File: config.mk
export PLATFORM = sky130hd
export DESIGN_NAME = pinx_core
export DESIGN_NICKNAME = d
export VERILOG_FILES = /design/src/rtl/pinx_pkg.sv /design/src/rtl/pinx_bank.sv /design/src/rtl/pinx_irq_drv.sv /design/src/rtl/pinx_core.sv
export SDC_FILE = /design/constraint.sdc
export NUM_CORES = 1
export LEC_CHECK = 0
export ABC_CLOCK_PERIOD_IN_PS = 3000
export BUFFER_PORTS_ARGS = -buffer_cell sky130_fd_sc_hd__buf_4
export CORE_MARGIN = 1.5
export CORE_UTILIZATION = 45
export CTS_CLUSTER_SIZE = 12
export DETAILED_ROUTE_END_ITERATION = 10
export PLACE_DENSITY = 0.7
export SYNTH_ARGS = -nofsm -noshare
export SYNTH_HDL_FRONTEND = slang
export SYNTH_SLANG_ARGS = --single-unit
File: constraint.sdc
create_clock -name clk -period 3 [get_ports clk]
set_input_delay 0.15 -clock clk [delete_from_list [all_inputs] [get_ports clk]]
set_output_delay 0.15 -clock clk [all_outputs]
set_load 0.03 [all_outputs]
File: src/rtl/pinx_pkg.sv
package pinx_pkg;
    // register indices (address = index*2 + bank)
    localparam logic [3:0] IX_DIR   = 4'd0;
    localparam logic [3:0] IX_IPOL  = 4'd1;
    localparam logic [3:0] IX_INTEN = 4'd2;
    localparam logic [3:0] IX_DEFV  = 4'd3;
    localparam logic [3:0] IX_ICTL  = 4'd4;
    localparam logic [3:0] IX_CFG   = 4'd5;
    localparam logic [3:0] IX_PULL  = 4'd6;
    localparam logic [3:0] IX_FLAG  = 4'd7;
    localparam logic [3:0] IX_CAP   = 4'd8;
    localparam logic [3:0] IX_PORT  = 4'd9;
    localparam logic [3:0] IX_OLAT  = 4'd10;

    // configuration bit positions
    localparam int CB_CLRSEL = 0;
    localparam int CB_HIACT  = 1;
    localparam int CB_OPEND  = 2;
    localparam int CB_MIRROR = 6;

    typedef enum logic {
        ST_IDLE = 1'b0,
        ST_HELD = 1'b1
    } irq_st_e;
endpackage

File: src/rtl/pinx_bank.sv
module pinx_bank
    import pinx_pkg::*;
#(
    parameter int W = 8
) (
    input  logic         clk,
    input  logic         rst_n,
    input  logic [W-1:0] pin_in,
    input  logic         wr_en,
    input  logic [3:0]   wr_idx,
    input  logic [W-1:0] wr_data,
    input  logic         clr,
    output logic [W-1:0] dir_q,
    output logic [W-1:0] ipol_q,
    output logic [W-1:0] inten_q,
    output logic [W-1:0] defv_q,
    output logic [W-1:0] ictl_q,
    output logic [W-1:0] pull_q,
    output logic [W-1:0] olat_q,
    output logic [W-1:0] flag_q,
    output logic [W-1:0] cap_q,
    output logic [W-1:0] port_v,
    output logic         pend
);
    logic [W-1:0] samp_q, prev_q, trig, pick;
    irq_st_e      st_q, st_d;
    logic         arm;

    // host-writable registers; flag, capture and port indices fall to default
    always_ff @(posedge clk) begin
        if (!rst_n) begin
            dir_q   <= '1;
            ipol_q  <= '0;
            inten_q <= '0;
            defv_q  <= '0;
            ictl_q  <= '0;
            pull_q  <= '0;
            olat_q  <= '0;
        end else if (wr_en) begin
            case (wr_idx)
                IX_DIR:   dir_q   <= wr_data;
                IX_IPOL:  ipol_q  <= wr_data;
                IX_INTEN: inten_q <= wr_data;
                IX_DEFV:  defv_q  <= wr_data;
                IX_ICTL:  ictl_q  <= wr_data;
                IX_PULL:  pull_q  <= wr_data;
                IX_OLAT:  olat_q  <= wr_data;
                default:  ;
            endcase
        end
    end

    // pin sampling: current and previous sample
    always_ff @(posedge clk) begin
        if (!rst_n) begin
            samp_q <= '0;
            prev_q <= '0;
        end else begin
            samp_q <= pin_in;
            prev_q <= samp_q;
        end
    end

    assign trig = inten_q & ((ictl_q & (samp_q ^ defv_q)) | (~ictl_q & (samp_q ^ prev_q)));
    assign pick = trig & (~trig + W'(1));   // isolate lowest set bit

    // state register
    always_ff @(posedge clk) begin
        if (!rst_n) st_q <= ST_IDLE;
        else        st_q <= st_d;
    end

    // next state: ARM (idle->held), CLEAR (held->idle)
    always_comb begin
        st_d = st_q;
        arm  = 1'b0;
        unique case (st_q)
            ST_IDLE: if (|trig) begin
                st_d = ST_HELD;
                arm  = 1'b1;
            end
            ST_HELD: if (clr) st_d = ST_IDLE;
        endcase
    end

    // outputs: flag and frozen snapshot
    always_ff @(posedge clk) begin
        if (!rst_n) begin
            flag_q <= '0;
            cap_q  <= '0;
        end else if (arm) begin
            flag_q <= pick;
            cap_q  <= samp_q ^ ipol_q;
        end else if (st_q == ST_HELD && clr) begin
            flag_q <= '0;
        end
    end

    assign port_v = samp_q ^ ipol_q;
    assign pend   = (st_q == ST_HELD);
endmodule

File: src/rtl/pinx_irq_drv.sv
module pinx_irq_drv (
    input  logic act,
    input  logic hi_act,
    input  logic opend,
    output logic out,
    output logic oe
);
    assign oe  = opend ? act  : 1'b1;
    assign out = opend ? 1'b0 : (hi_act ? act : ~act);
endmodule

File: src/rtl/pinx_core.sv
module pinx_core
    import pinx_pkg::*;
#(
    parameter int W  = 8,
    parameter int AW = 5
) (
    input  logic          clk,
    input  logic          rst_n,
    input  logic [AW-1:0] addr,
    input  logic          wr_en,
    input  logic [W-1:0]  wr_data,
    input  logic          rd_en,
    output logic [W-1:0]  rd_data,
    input  logic [2*W-1:0] pin_in,
    output logic [2*W-1:0] pin_out,
    output logic [2*W-1:0] pin_oe,
    output logic [2*W-1:0] pullup_en,
    output logic          irq_a_out,
    output logic          irq_a_oe,
    output logic          irq_b_out,
    output logic          irq_b_oe
);
    localparam int NB = 2;

    logic [AW-2:0] idx;
    logic          bsel;
    logic [W-1:0]  cfg_q;
    logic [W-1:0]  dir_v [NB], ipol_v [NB], inten_v [NB], defv_v [NB], ictl_v [NB];
    logic [W-1:0]  pull_v [NB], olat_v [NB], flag_v [NB], cap_v [NB], port_v [NB];
    logic [NB-1:0] pend, clr, act, irq_o, irq_e;

    assign idx  = addr[AW-1:1];
    assign bsel = addr[0];

    always_ff @(posedge clk) begin
        if (!rst_n)                         cfg_q <= '0;
        else if (wr_en && idx == IX_CFG)    cfg_q <= wr_data;
    end

    for (genvar b = 0; b < NB; b++) begin : g_bank
        assign clr[b] = rd_en && (bsel == 1'(b)) &&
                        (idx == (cfg_q[CB_CLRSEL] ? IX_CAP : IX_PORT));

        pinx_bank #(.W(W)) u_bank (
            .clk(clk), .rst_n(rst_n),
            .pin_in(pin_in[b*W +: W]),
            .wr_en(wr_en && (bsel == 1'(b))),
            .wr_idx(idx), .wr_data(wr_data), .clr(clr[b]),
            .dir_q(dir_v[b]), .ipol_q(ipol_v[b]), .inten_q(inten_v[b]),
            .defv_q(defv_v[b]), .ictl_q(ictl_v[b]), .pull_q(pull_v[b]),
            .olat_q(olat_v[b]), .flag_q(flag_v[b]), .cap_q(cap_v[b]),
            .port_v(port_v[b]), .pend(pend[b])
        );

        assign pin_out[b*W +: W]   = olat_v[b];
        assign pin_oe[b*W +: W]    = ~dir_v[b];
        assign pullup_en[b*W +: W] = pull_v[b];

        assign act[b] = pend[b] | (cfg_q[CB_MIRROR] & pend[NB-1-b]);

        pinx_irq_drv u_drv (
            .act(act[b]), .hi_act(cfg_q[CB_HIACT]), .opend(cfg_q[CB_OPEND]),
            .out(irq_o[b]), .oe(irq_e[b])
        );
    end

    assign irq_a_out = irq_o[0];
    assign irq_a_oe  = irq_e[0];
    assign irq_b_out = irq_o[1];
    assign irq_b_oe  = irq_e[1];

    // registered read mux
    always_ff @(posedge clk) begin
        if (!rst_n) rd_data <= '0;
        else if (rd_en) begin
            case (idx)
                IX_DIR:   rd_data <= dir_v[bsel];
                IX_IPOL:  rd_data <= ipol_v[bsel];
                IX_INTEN: rd_data <= inten_v[bsel];
                IX_DEFV:  rd_data <= defv_v[bsel];
                IX_ICTL:  rd_data <= ictl_v[bsel];
                IX_CFG:   rd_data <= cfg_q;
                IX_PULL:  rd_data <= pull_v[bsel];
                IX_FLAG:  rd_data <= flag_v[bsel];
                IX_CAP:   rd_data <= cap_v[bsel];
                IX_PORT:  rd_data <= port_v[bsel];
                IX_OLAT:  rd_data <= olat_v[bsel];
                default:  rd_data <= '0;
            endcase
        end
    end
endmodule

==> flow_summary.toml, run 1 <==
[worst_setup_path]
cp_common_cell = "mux2i_1"
cp-end-kind = "flop"
critPathArrivalTime_ns = 2.73
cp_max_fo = 8
cp_cell_sequence = "mux2i_1, mux2i_1, nor3_2, a31oi_2, buf_4, mux2i_1"
required_ns = 3.38
startpoint_type = "flop"
max_stage_delay_ns = 0.51
crit_family = "multiplexers"
worstSetupPathType = "flop to flop"
crit_slowest_cell = "mux2i_1"
cp.buffers_inverters = 1

[global_route]
grt_pass1_vias = 7773
grt.total_usage_pct = 29.3
overflow = 0
grt_pass1_wl_mm = 47.3
grt_start_max_net_pins = 56
grt_antenna_before_repair = 0

[detailed_routing]
vias = 8236
routed_wl_mm = 31.6
via_per_inst = 5.92
dr.pass1.iters = 8
drc_errors = 0
wl_per_cell_um = 22.7
ant_nets = 0
drt_iter0_markers = 846

[sta]
slew_headroom_pct = 18.2
max_freq_mhz = 425
worst_slack_ns = 0.649
maxSlewViolCount = 0
finalHoldViolCount = 0
skew_ns = 0.0124
timing.hold.ws_ns = 0.0800
setup_tns_ns = 0
finalCriticalPeriod_ns = 2.35
setup_viol = 0
period_share_pct = 78.4
tightest_slew_ns = 1.21
rsz0062_at_grt = "false"

[yosys]
yosys.area_share.simple_pct = 20.4
synth_nets = 1078
synth_edf_count = 0
ys_ff_latch = 194
synthMuxAreaShare_pct = 16.1
ys.warnings.count = 0
synthTopCellsByArea = "dfxtp_1, mux2i_1, nand2_1"
ys.flop_type = "dfxtp_1"
synthDistinctLibCells = 75
synth.yosys.seq_area_share_pct = 41.8
avgSynthCellArea_um2 = 8.90
synth_commonest_cells = "dfxtp_1, nand2_1, mux2i_1"
synth_top_area_cell = "dfxtp_1"
syn-cell-area_um2 = 9300
synth_xor_area_share_pct = 1.79
async_flop_share_pct = 0
yosysMostFrequentCell = "dfxtp_1"
syn_inst = 1045
synth-adder-area-share_pct = 0
synth_compound_area_share_pct = 14.5
synth_top_area_share_pct = 41.8
synth_top_family_by_area = "simple AND/OR/NAND/NOR gates"

[place]
pre_cts_ws_ns = 0.630
place_inst = 1343
dpl.hpwl_mm = 22.4
portBuffers = 92
finalWeightedCongestion = 1.00

[clock_network]
cts_buffer_depth = 2
cts-root-buf = "clkbuf_16"
clkSinkCount = 194
clk_latency_ns = 0.44
cts_buffers = 17
h-tree-depth = 4
clkTransAtPathRegs_ns = 0.08
cts_tree = "built"

[final_layout]
fin_nets = 1141
fillers = 1898
layout-drive-gt1-share_pct = 16.1
syn_to_final_growth_pct = 16.3
instances_no_fill = 1391
diodes = 0

[floorplan]
die_w_um = 147
die_area_um2 = 21500
die_h_um = 147
rows = 52
ioPinCount = 93
coreArea_um2 = 20200
start_util_pct = 46.0

[power_and_ir_drop]
power_density_nw_per_um2 = 500
ir_drop_mv = 0.371
p_leak_nw = 4.23
p_total_mw = 5.41

[worst_hold_path]
worst_hold_path_type = "input port to flop"

[run_status]
status = "finished, final reports clean"

[run]
maxCapViolCount = 0
## repair_timing
action                    CTS  global route
hold buffers               16             0
setup buffers               0             0
hold endpoints to repair   16             0
gates resized for setup     0             0
## sequential cells by signal, summed over array words and instances (netlist names)
name	cells
g_bank.u_bank.cap_q	16
g_bank.u_bank.defv_q	16
g_bank.u_bank.dir_q	16
g_bank.u_bank.flag_q	16
g_bank.u_bank.ictl_q	16
g_bank.u_bank.inten_q	16
g_bank.u_bank.ipol_q	16
g_bank.u_bank.olat_q	16
g_bank.u_bank.prev_q	16
g_bank.u_bank.pull_q	16
g_bank.u_bank.samp_q	16
cfg_q	8
rd_data	8
g_bank.u_bank.pend	2
## layout make-up
cell class                      instances  area [um2]  share of cell area (%)
Timing Repair Buffer                  127         993                    9.19
Sequential cell                       194        3880                    35.9
Inverter                               24        91.3                   0.845
Clock inverter                         13         131                    1.21
Clock buffer                           19         453                    4.19
Multi-Input combinational cell        744        4920                    45.5
Tap cell                              270         338                    3.12
## report_power, final
part / total, mW / switching (mW) / internal (mW)
Sequential: 2.65 / 0.0418 / 2.61
Combinational: 0.457 / 0.296 / 0.161
Clock: 2.30 / 1.15 / 1.16
Total: 5.41 / 1.48 / 3.93
## final timing paths
check,to,startpoint,cells past startpoint,slack [ns]
hold reg to reg,g_bank[0].u_bank.flag_q[0]$_SDFFE_PN0P_,g_bank[0].u_bank.flag_q[0]$_SDFFE_PN0P_,2,0.46
setup reg to reg,g_bank[0].u_bank.cap_q[2]$_SDFFE_PN0P_,g_bank[0].u_bank.ictl_q[0]$_SDFFE_PN0P_,6,0.65
setup / recovery,g_bank[0].u_bank.cap_q[2]$_SDFFE_PN0P_,g_bank[0].u_bank.ictl_q[0]$_SDFFE_PN0P_,6,0.65
hold / removal,cfg_q[4]$_SDFFE_PN0P_,wr_en,3,0.08
## per-layer routing
| metal | vias up | GRT usage (%) | part of all wire [%] |
|---|---|---|---|
| li1 | 3822 | - | - |
| met1 | 3966 | 40.8 | 43 |
| met2 | 394 | 45.0 | 45 |
| met3 | 54 | 6.02 | 9.3 |
| met4 | 0 | 10.3 | 2.9 |
| met5 | - | 0 | 0 |
## cell families after synthesis
logic type / Yosys count
xor gates and xnor gates: 19
muxes: 147
buffers and inverters: 107
AOI/OAI and AO/OA: 209
and+or+nand+nor: 369
DFF: 194
## metrics by stage
| stage | util (%) | area [um2] |
|---|---|---|
| floorplan | - | 9300 |
| global placement | 49.8 | 10100 |
| detailed placement | 49.8 | 10100 |
| CTS | 53.5 | 10800 |
| global route | 53.5 | 10800 |
| finish | 53.5 | 10800 |
## worst register-to-register path, cell delays in order, from the launching register on
cell and delay, ns:
dfxtp_1 0.46, mux2i_1 0.26, mux2i_1 0.51, nor3_2 0.16, a31oi_2 0.42, buf_4 0.28, mux2i_1 0.20
## cells in the final DEF, fill, tap and decap left out, types with 4 or more instances in the layout
cell | Yosys | routed
inv_8 | 0 | 5
nor4_1 | 5 | 5
nand3_1 | 45 | 45
nor2_1 | 58 | 58
o211ai_1 | 21 | 21
nand4bb_1 | 4 | 4
o21ai_0 | 29 | 29
buf_4 | 4 | 111
dlygate4sd3_1 | 0 | 16
nand2b_1 | 21 | 21
a22o_1 | 8 | 8
or4b_1 | 4 | 4
and2_1 | 37 | 37
clkbuf_16 | 0 | 17
mux2_4 | 4 | 4
inv_6 | 0 | 4
a31o_2 | 7 | 7
xnor2_1 | 13 | 13
nand3b_1 | 8 | 8
nand2_1 | 145 | 145
a21oi_1 | 74 | 74
xor2_1 | 6 | 6
a2111oi_0 | 7 | 7
mux2i_1 | 135 | 135
inv_1 | 20 | 20
nand4_1 | 6 | 6
a221oi_1 | 4 | 4
nor2_4 | 4 | 4
dfxtp_1 | 194 | 194
mux2_2 | 8 | 8
o22ai_1 | 26 | 26
Power figures use the tool's default switching activity.
==> inputs of run 2 (changes only) <==
--- a/config.mk
+++ b/config.mk
@@ -5,13 +5,13 @@
 export SDC_FILE = /design/constraint.sdc
 export NUM_CORES = 1
 export LEC_CHECK = 0
-export ABC_CLOCK_PERIOD_IN_PS = 3000
+export ABC_CLOCK_PERIOD_IN_PS = 2100
 export BUFFER_PORTS_ARGS = -buffer_cell sky130_fd_sc_hd__buf_4
 export CORE_MARGIN = 1.5
 export CORE_UTILIZATION = 45
 export CTS_CLUSTER_SIZE = 12
 export DETAILED_ROUTE_END_ITERATION = 10
-export PLACE_DENSITY = 0.7
+export PLACE_DENSITY = 0.72
 export SYNTH_ARGS = -nofsm -noshare
 export SYNTH_HDL_FRONTEND = slang
 export SYNTH_SLANG_ARGS = --single-unit
==> constraint.sdc (replaced) <==
create_clock -name clk -period 2.1 [get_ports clk]
set_input_delay 0.105 -clock clk [delete_from_list [all_inputs] [get_ports clk]]
set_output_delay 0.105 -clock clk [all_outputs]
set_load 0.03 [all_outputs]
==> run 2 against run 1 <==
Compared with the run above: maximum frequency up 15%; combinational power up 60%; core utilization up 2.8 points; via count up 5.3%; clock power up 53%; sequential share of layout area down 1.8 points; power up 49%; cell count up 4.4%; critical endpoint is now g_bank[1].u_bank.cap_q[1]$_SDFFE_PN0P_.
==> flow_summary.toml, run 2 (synthesis results as in run 1) <==
[final_layout]
regArea_um2 = 3880
diodes = 0
multi_input_area_um2 = 4950
layout-drive-gt1-share_pct = 20.7
fin_nets = 1204
syn_to_final_growth_pct = 22.4
final_util_pct = 56.3
final_common_cell = "dfxtp_1"
instances_no_fill = 1452
mostFrequentLayoutCells = "dfxtp_1, buf_4, nand2_1, mux2i_1, a21oi_1"
fillers = 1800

[sta]
slew_headroom_pct = 59.1
period_share_pct = 97.4
max_freq_mhz = 489
setup_viol = 0
finalHoldViolCount = 0
skew_ns = 0.00796
finalCriticalPeriod_ns = 2.05
timing.hold.ws_ns = 0.0424
tightest_slew_ns = 0.608
maxSlewViolCount = 0

[floorplan]
start_util_pct = 46.0
die_area_um2 = 21500
die_w_um = 147
die_h_um = 147
coreArea_um2 = 20200
rows = 52
ioPinCount = 93

[global_route]
grt_start_max_net_pins = 35
grt.total_usage_pct = 30.3
grt_antenna_before_repair = 0
grt_pass1_wl_mm = 49.0
overflow = 0
grt_pass1_vias = 8115

[worst_setup_path]
cp_max_fo = 5
required_ns = 2.42
worstSetupPathType = "flop to flop"
critPathArrivalTime_ns = 2.37
cp-end-kind = "flop"
reg2reg_setup_slack_ns = 0.05
startpoint_type = "flop"

[power_and_ir_drop]
seqPwrFrac_pct = 47.1
ir_drop_mv = 0.545
clockPowerShare_pct = 43.8
p_leak_nw = 4.57
combPwrFrac_pct = 9.1
p_sw_share_pct = 24.6
power_density_nw_per_um2 = 707
internal-power_mw = 6.07
power.net_switching_mw = 1.98

[clock_network]
h-tree-depth = 4
cts_tree = "built"
clkTransAtPathRegs_ns = 0.07
clk_latency_ns = 0.43
cts_buffers = 17
clkSinkCount = 194
cts-root-buf = "clkbuf_16"
cts_buffer_depth = 2

[place]
portBuffers = 92
place_inst = 1404
finalWeightedCongestion = 1.04
dpl.hpwl_mm = 23.5

[detailed_routing]
wl_per_cell_um = 22.5
drt_iter0_markers = 1040
via_per_inst = 5.97
ant_nets = 0
vias = 8669
drc_errors = 0
routed_wl_mm = 32.7
dr.pass1.iters = 7

[run]
maxCapViolCount = 0

[run_status]
status = "finished, final reports clean"

[worst_hold_path]
worst_hold_path_type = "input port to flop"
-- run 2: what timing repair did --
item | in CTS | in global routing
setup endpoints to repair | 0 | 17
hold buffers | 16 | 0
buffers inserted | 0 | 2
hold endpoints to repair | 16 | 0
resized for setup | 0 | 7
-- run 2: cell type report --
| class | instances | share of cell area [%] |
|---|---|---|
| Timing Repair Buffer | 190 | 13.1 |
| Tap cell | 270 | 2.97 |
| Sequential cell | 194 | 34.1 |
| Inverter | 24 | 0.802 |
| Clock inverter | 11 | 1.55 |
| Clock buffer | 19 | 3.98 |
| Multi-Input combinational cell | 744 | 43.5 |
-- run 2: metal layers --
layer,routed length (um),global-route usage [%]
met3,3680,8.98
met5,0,0
met1,13700,41.5
met2,14200,44.8
met4,1120,11.4
-- run 2: critical path, stage by stage (launching register included) --
cell and delay (ns):
dfxtp_1 0.37, mux2i_1 0.32, mux2i_2 0.15, nor4b_4 0.42
a21o_1 0.31, mux2_2 0.36
-- run 2: final timing paths --
path                                            from                                     end  depth (start not counted)
max          g_bank[1].u_bank.ictl_q[3]$_SDFFE_PN0P_  g_bank[1].u_bank.cap_q[1]$_SDFFE_PN0P_                          5
min                                            wr_en                   cfg_q[4]$_SDFFE_PN0P_                          3
max reg2reg  g_bank[1].u_bank.ictl_q[3]$_SDFFE_PN0P_  g_bank[1].u_bank.cap_q[1]$_SDFFE_PN0P_                          5
min reg2reg                    cfg_q[4]$_SDFFE_PN0P_                   cfg_q[4]$_SDFFE_PN0P_                          2
-- run 2: per-stage QoR --
stage	setup TNS (ns)	area [um2]	worst slack, ns	total power, mW
2_1_floorplan	0	9300	0.202	4.26
3_3_place_gp	-0.136	10600	-0.136	4.55
3_5_place_dp	-0.149	10600	-0.149	4.55
4_1_cts	0	11300	0.0114	8.04
5_1_grt	-0.199	11400	-0.0636	8.26
6_report	0	11400	0.0542	8.05
-- run 2: power groups by stage --
stage / combinational, mW / clock (mW) / sequential [mW]
3_3_place_gp: 0.676 / 0 / 3.87
6_report: 0.730 / 3.53 / 3.79
2_1_floorplan: 0.390 / 0 / 3.87
5_1_grt: 0.764 / 3.70 / 3.80
3_5_place_dp: 0.679 / 0 / 3.87
4_1_cts: 0.705 / 3.55 / 3.79
==> inputs of run 3 (changes only) <==
--- a/config.mk
+++ b/config.mk
@@ -7,7 +7,6 @@
 export LEC_CHECK = 0
 export ABC_CLOCK_PERIOD_IN_PS = 2100
 export BUFFER_PORTS_ARGS = -buffer_cell sky130_fd_sc_hd__buf_4
-export CORE_MARGIN = 1.5
 export CORE_UTILIZATION = 45
 export CTS_CLUSTER_SIZE = 12
 export DETAILED_ROUTE_END_ITERATION = 10
==> run 3 against run 2 <==
Compared with the run above: clock skew up 0.0026 ns; register-to-register slack about the same; critical path depth up 1; sequential share of layout area up 0.28 points; core utilization down 0.44 points; critical path type unchanged; largest cell class unchanged.
==> flow_summary.toml, run 3 (synthesis results as in run 1) <==
[place]
dpl.hpwl_mm = 23.6
portBuffers = 92
placed_area_um2 = 10500
finalWeightedCongestion = 1.03
place_inst = 1394

[detailed_routing]
wl_per_cell_um = 22.4
drc_errors = 0
ant_nets = 0
vias = 8506
drt_iter0_markers = 833
via_per_inst = 5.90
routed_wl_mm = 32.4
dr.pass1.iters = 5

[worst_setup_path]
critPathArrivalTime_ns = 2.37
reg2reg_setup_slack_ns = 0.07
startpoint_type = "flop"
cp-end-kind = "flop"
r2r-end = "g_bank[1].u_bank.cap_q[0]$_SDFFE_PN0P_"
startpoint = "g_bank[1].u_bank.ictl_q[6]$_SDFFE_PN0P_"
crit_path_end = "g_bank[1].u_bank.cap_q[0]$_SDFFE_PN0P_"
reg2reg_depth = 6
r2r_start = "g_bank[1].u_bank.ictl_q[6]$_SDFFE_PN0P_"
required_ns = 2.43
worstSetupPathType = "flop to flop"
cp_max_fo = 9

[power_and_ir_drop]
p_total_mw = 7.88
ir_drop_mv = 0.571
power_density_nw_per_um2 = 698
p_leak_nw = 4.51

[final_layout]
regArea_um2 = 3880
multi_input_area_um2 = 4940
diodes = 0
design_area_um2 = 11300
fillers = 1826
syn_to_final_growth_pct = 21.4
final_common_cell = "dfxtp_1"
mostFrequentLayoutCells = "dfxtp_1, buf_4, nand2_1, mux2i_1, a21oi_1"
layout-drive-gt1-share_pct = 20.1
instances_no_fill = 1442
fin_nets = 1192

[clock_network]
cts_setup_buffers = 0
clkTransAtPathRegs_ns = 0.07
h-tree-depth = 4
cts_buffers = 17
clkSinkCount = 194
clk_latency_ns = 0.44
cts_tree = "built"
cts-root-buf = "clkbuf_16"
cts_buffer_depth = 2

[floorplan]
die_h_um = 146
die_area_um2 = 21200
rows = 52
start_util_pct = 46.0
die_w_um = 146
coreArea_um2 = 20200
ioPinCount = 93

[sta]
setup_viol = 0
max_freq_mhz = 492
setup_tns_ns = 0
finalCriticalPeriod_ns = 2.03
finalHoldViolCount = 0
maxSlewViolCount = 0
skew_ns = 0.0105
slew_headroom_pct = 40.9
rsz0062_at_grt = "false"
tightest_slew_ns = 0.874
period_share_pct = 96.8

[global_route]
overflow = 0
grt.total_usage_pct = 30.3
grt_pass1_vias = 7913
grt_antenna_before_repair = 0
grt_start_max_net_pins = 82
grt_pass1_wl_mm = 48.3

[run_status]
status = "finished, final reports clean"

[worst_hold_path]
worst_hold_path_type = "input port to flop"

[run]
maxCapViolCount = 0
## run 3: changes by cell type in the layout (fill, tap and decap cells not counted), sizes merged
cell,before,now
buf,174,162
bufinv,4,2
clkbuf,19,18
clkinv,7,8
clkinvlp,1,0
inv,23,28
## run 3: per-layer routing
metal	wire length, um	part of all wire, %	track usage, %
met5	0	0	0
met3	2850	8.8	6.49
met2	14900	46	47.4
met1	14000	43	41.6
met4	618	1.9	9.32
## run 3: critical path: stages (launching register included)
cell and delay (ns):
dfxtp_1 0.44, mux2i_1 0.22, mux2_2 0.40, and4_4 0.20
a21o_1 0.25, buf_4 0.18, a31o_2 0.24
## run 3: what timing repair did
item,in CTS,in global routing
endpoints found under the hold margin,16,0
gates resized for setup,0,5
hold buffers,16,0
endpoints found under the setup margin,0,8
## run 3: power by group
part	total [mW]	switching (mW)	internal, mW
combinational	0.720	0.442	0.279
clock	3.37	1.54	1.83
sequential	3.79	0.0578	3.73
## run 3: area by class of cell
cell class	count	share of cell area (%)
clock buffer	18	3.89
timing repair buffer	178	12.7
tap	270	2.99
inverter	24	0.809
multi-input combinational	744	43.7
sequential	194	34.4
clock inverter	14	1.45
## run 3: worst min path at each step
stage	depth (start not counted)	startpoint	slack, ns	endpoint
finish	3	wr_en	0.03	cfg_q[4]$_SDFFE_PN0P_
global route	3	wr_en	0.04	cfg_q[4]$_SDFFE_PN0P_
CTS	3	wr_en	0.02	cfg_q[4]$_SDFFE_PN0P_
detailed placement	2	pin_in[4]	0.32	g_bank[0].u_bank.samp_q[4]$_SDFF_PN0_
global placement	2	pin_in[15]	0.31	g_bank[1].u_bank.samp_q[7]$_SDFF_PN0_
floorplan	1	pin_in[0]	0.23	g_bank[0].u_bank.samp_q[0]$_SDFF_PN0_
## run 3: through the flow
step | worst slack (ns) | hold WS, ns | utilization, %
3_5_place_dp | 0.0268 | 0.315 | 52.0
5_1_grt | 0.0000189 | 0.0368 | 55.8
2_1_floorplan | 0.202 | 0.232 | -
6_report | 0.0663 | 0.0334 | 55.8
3_3_place_gp | 0.0519 | 0.312 | 52.0
4_1_cts | 0.0720 | 0.0192 | 55.7
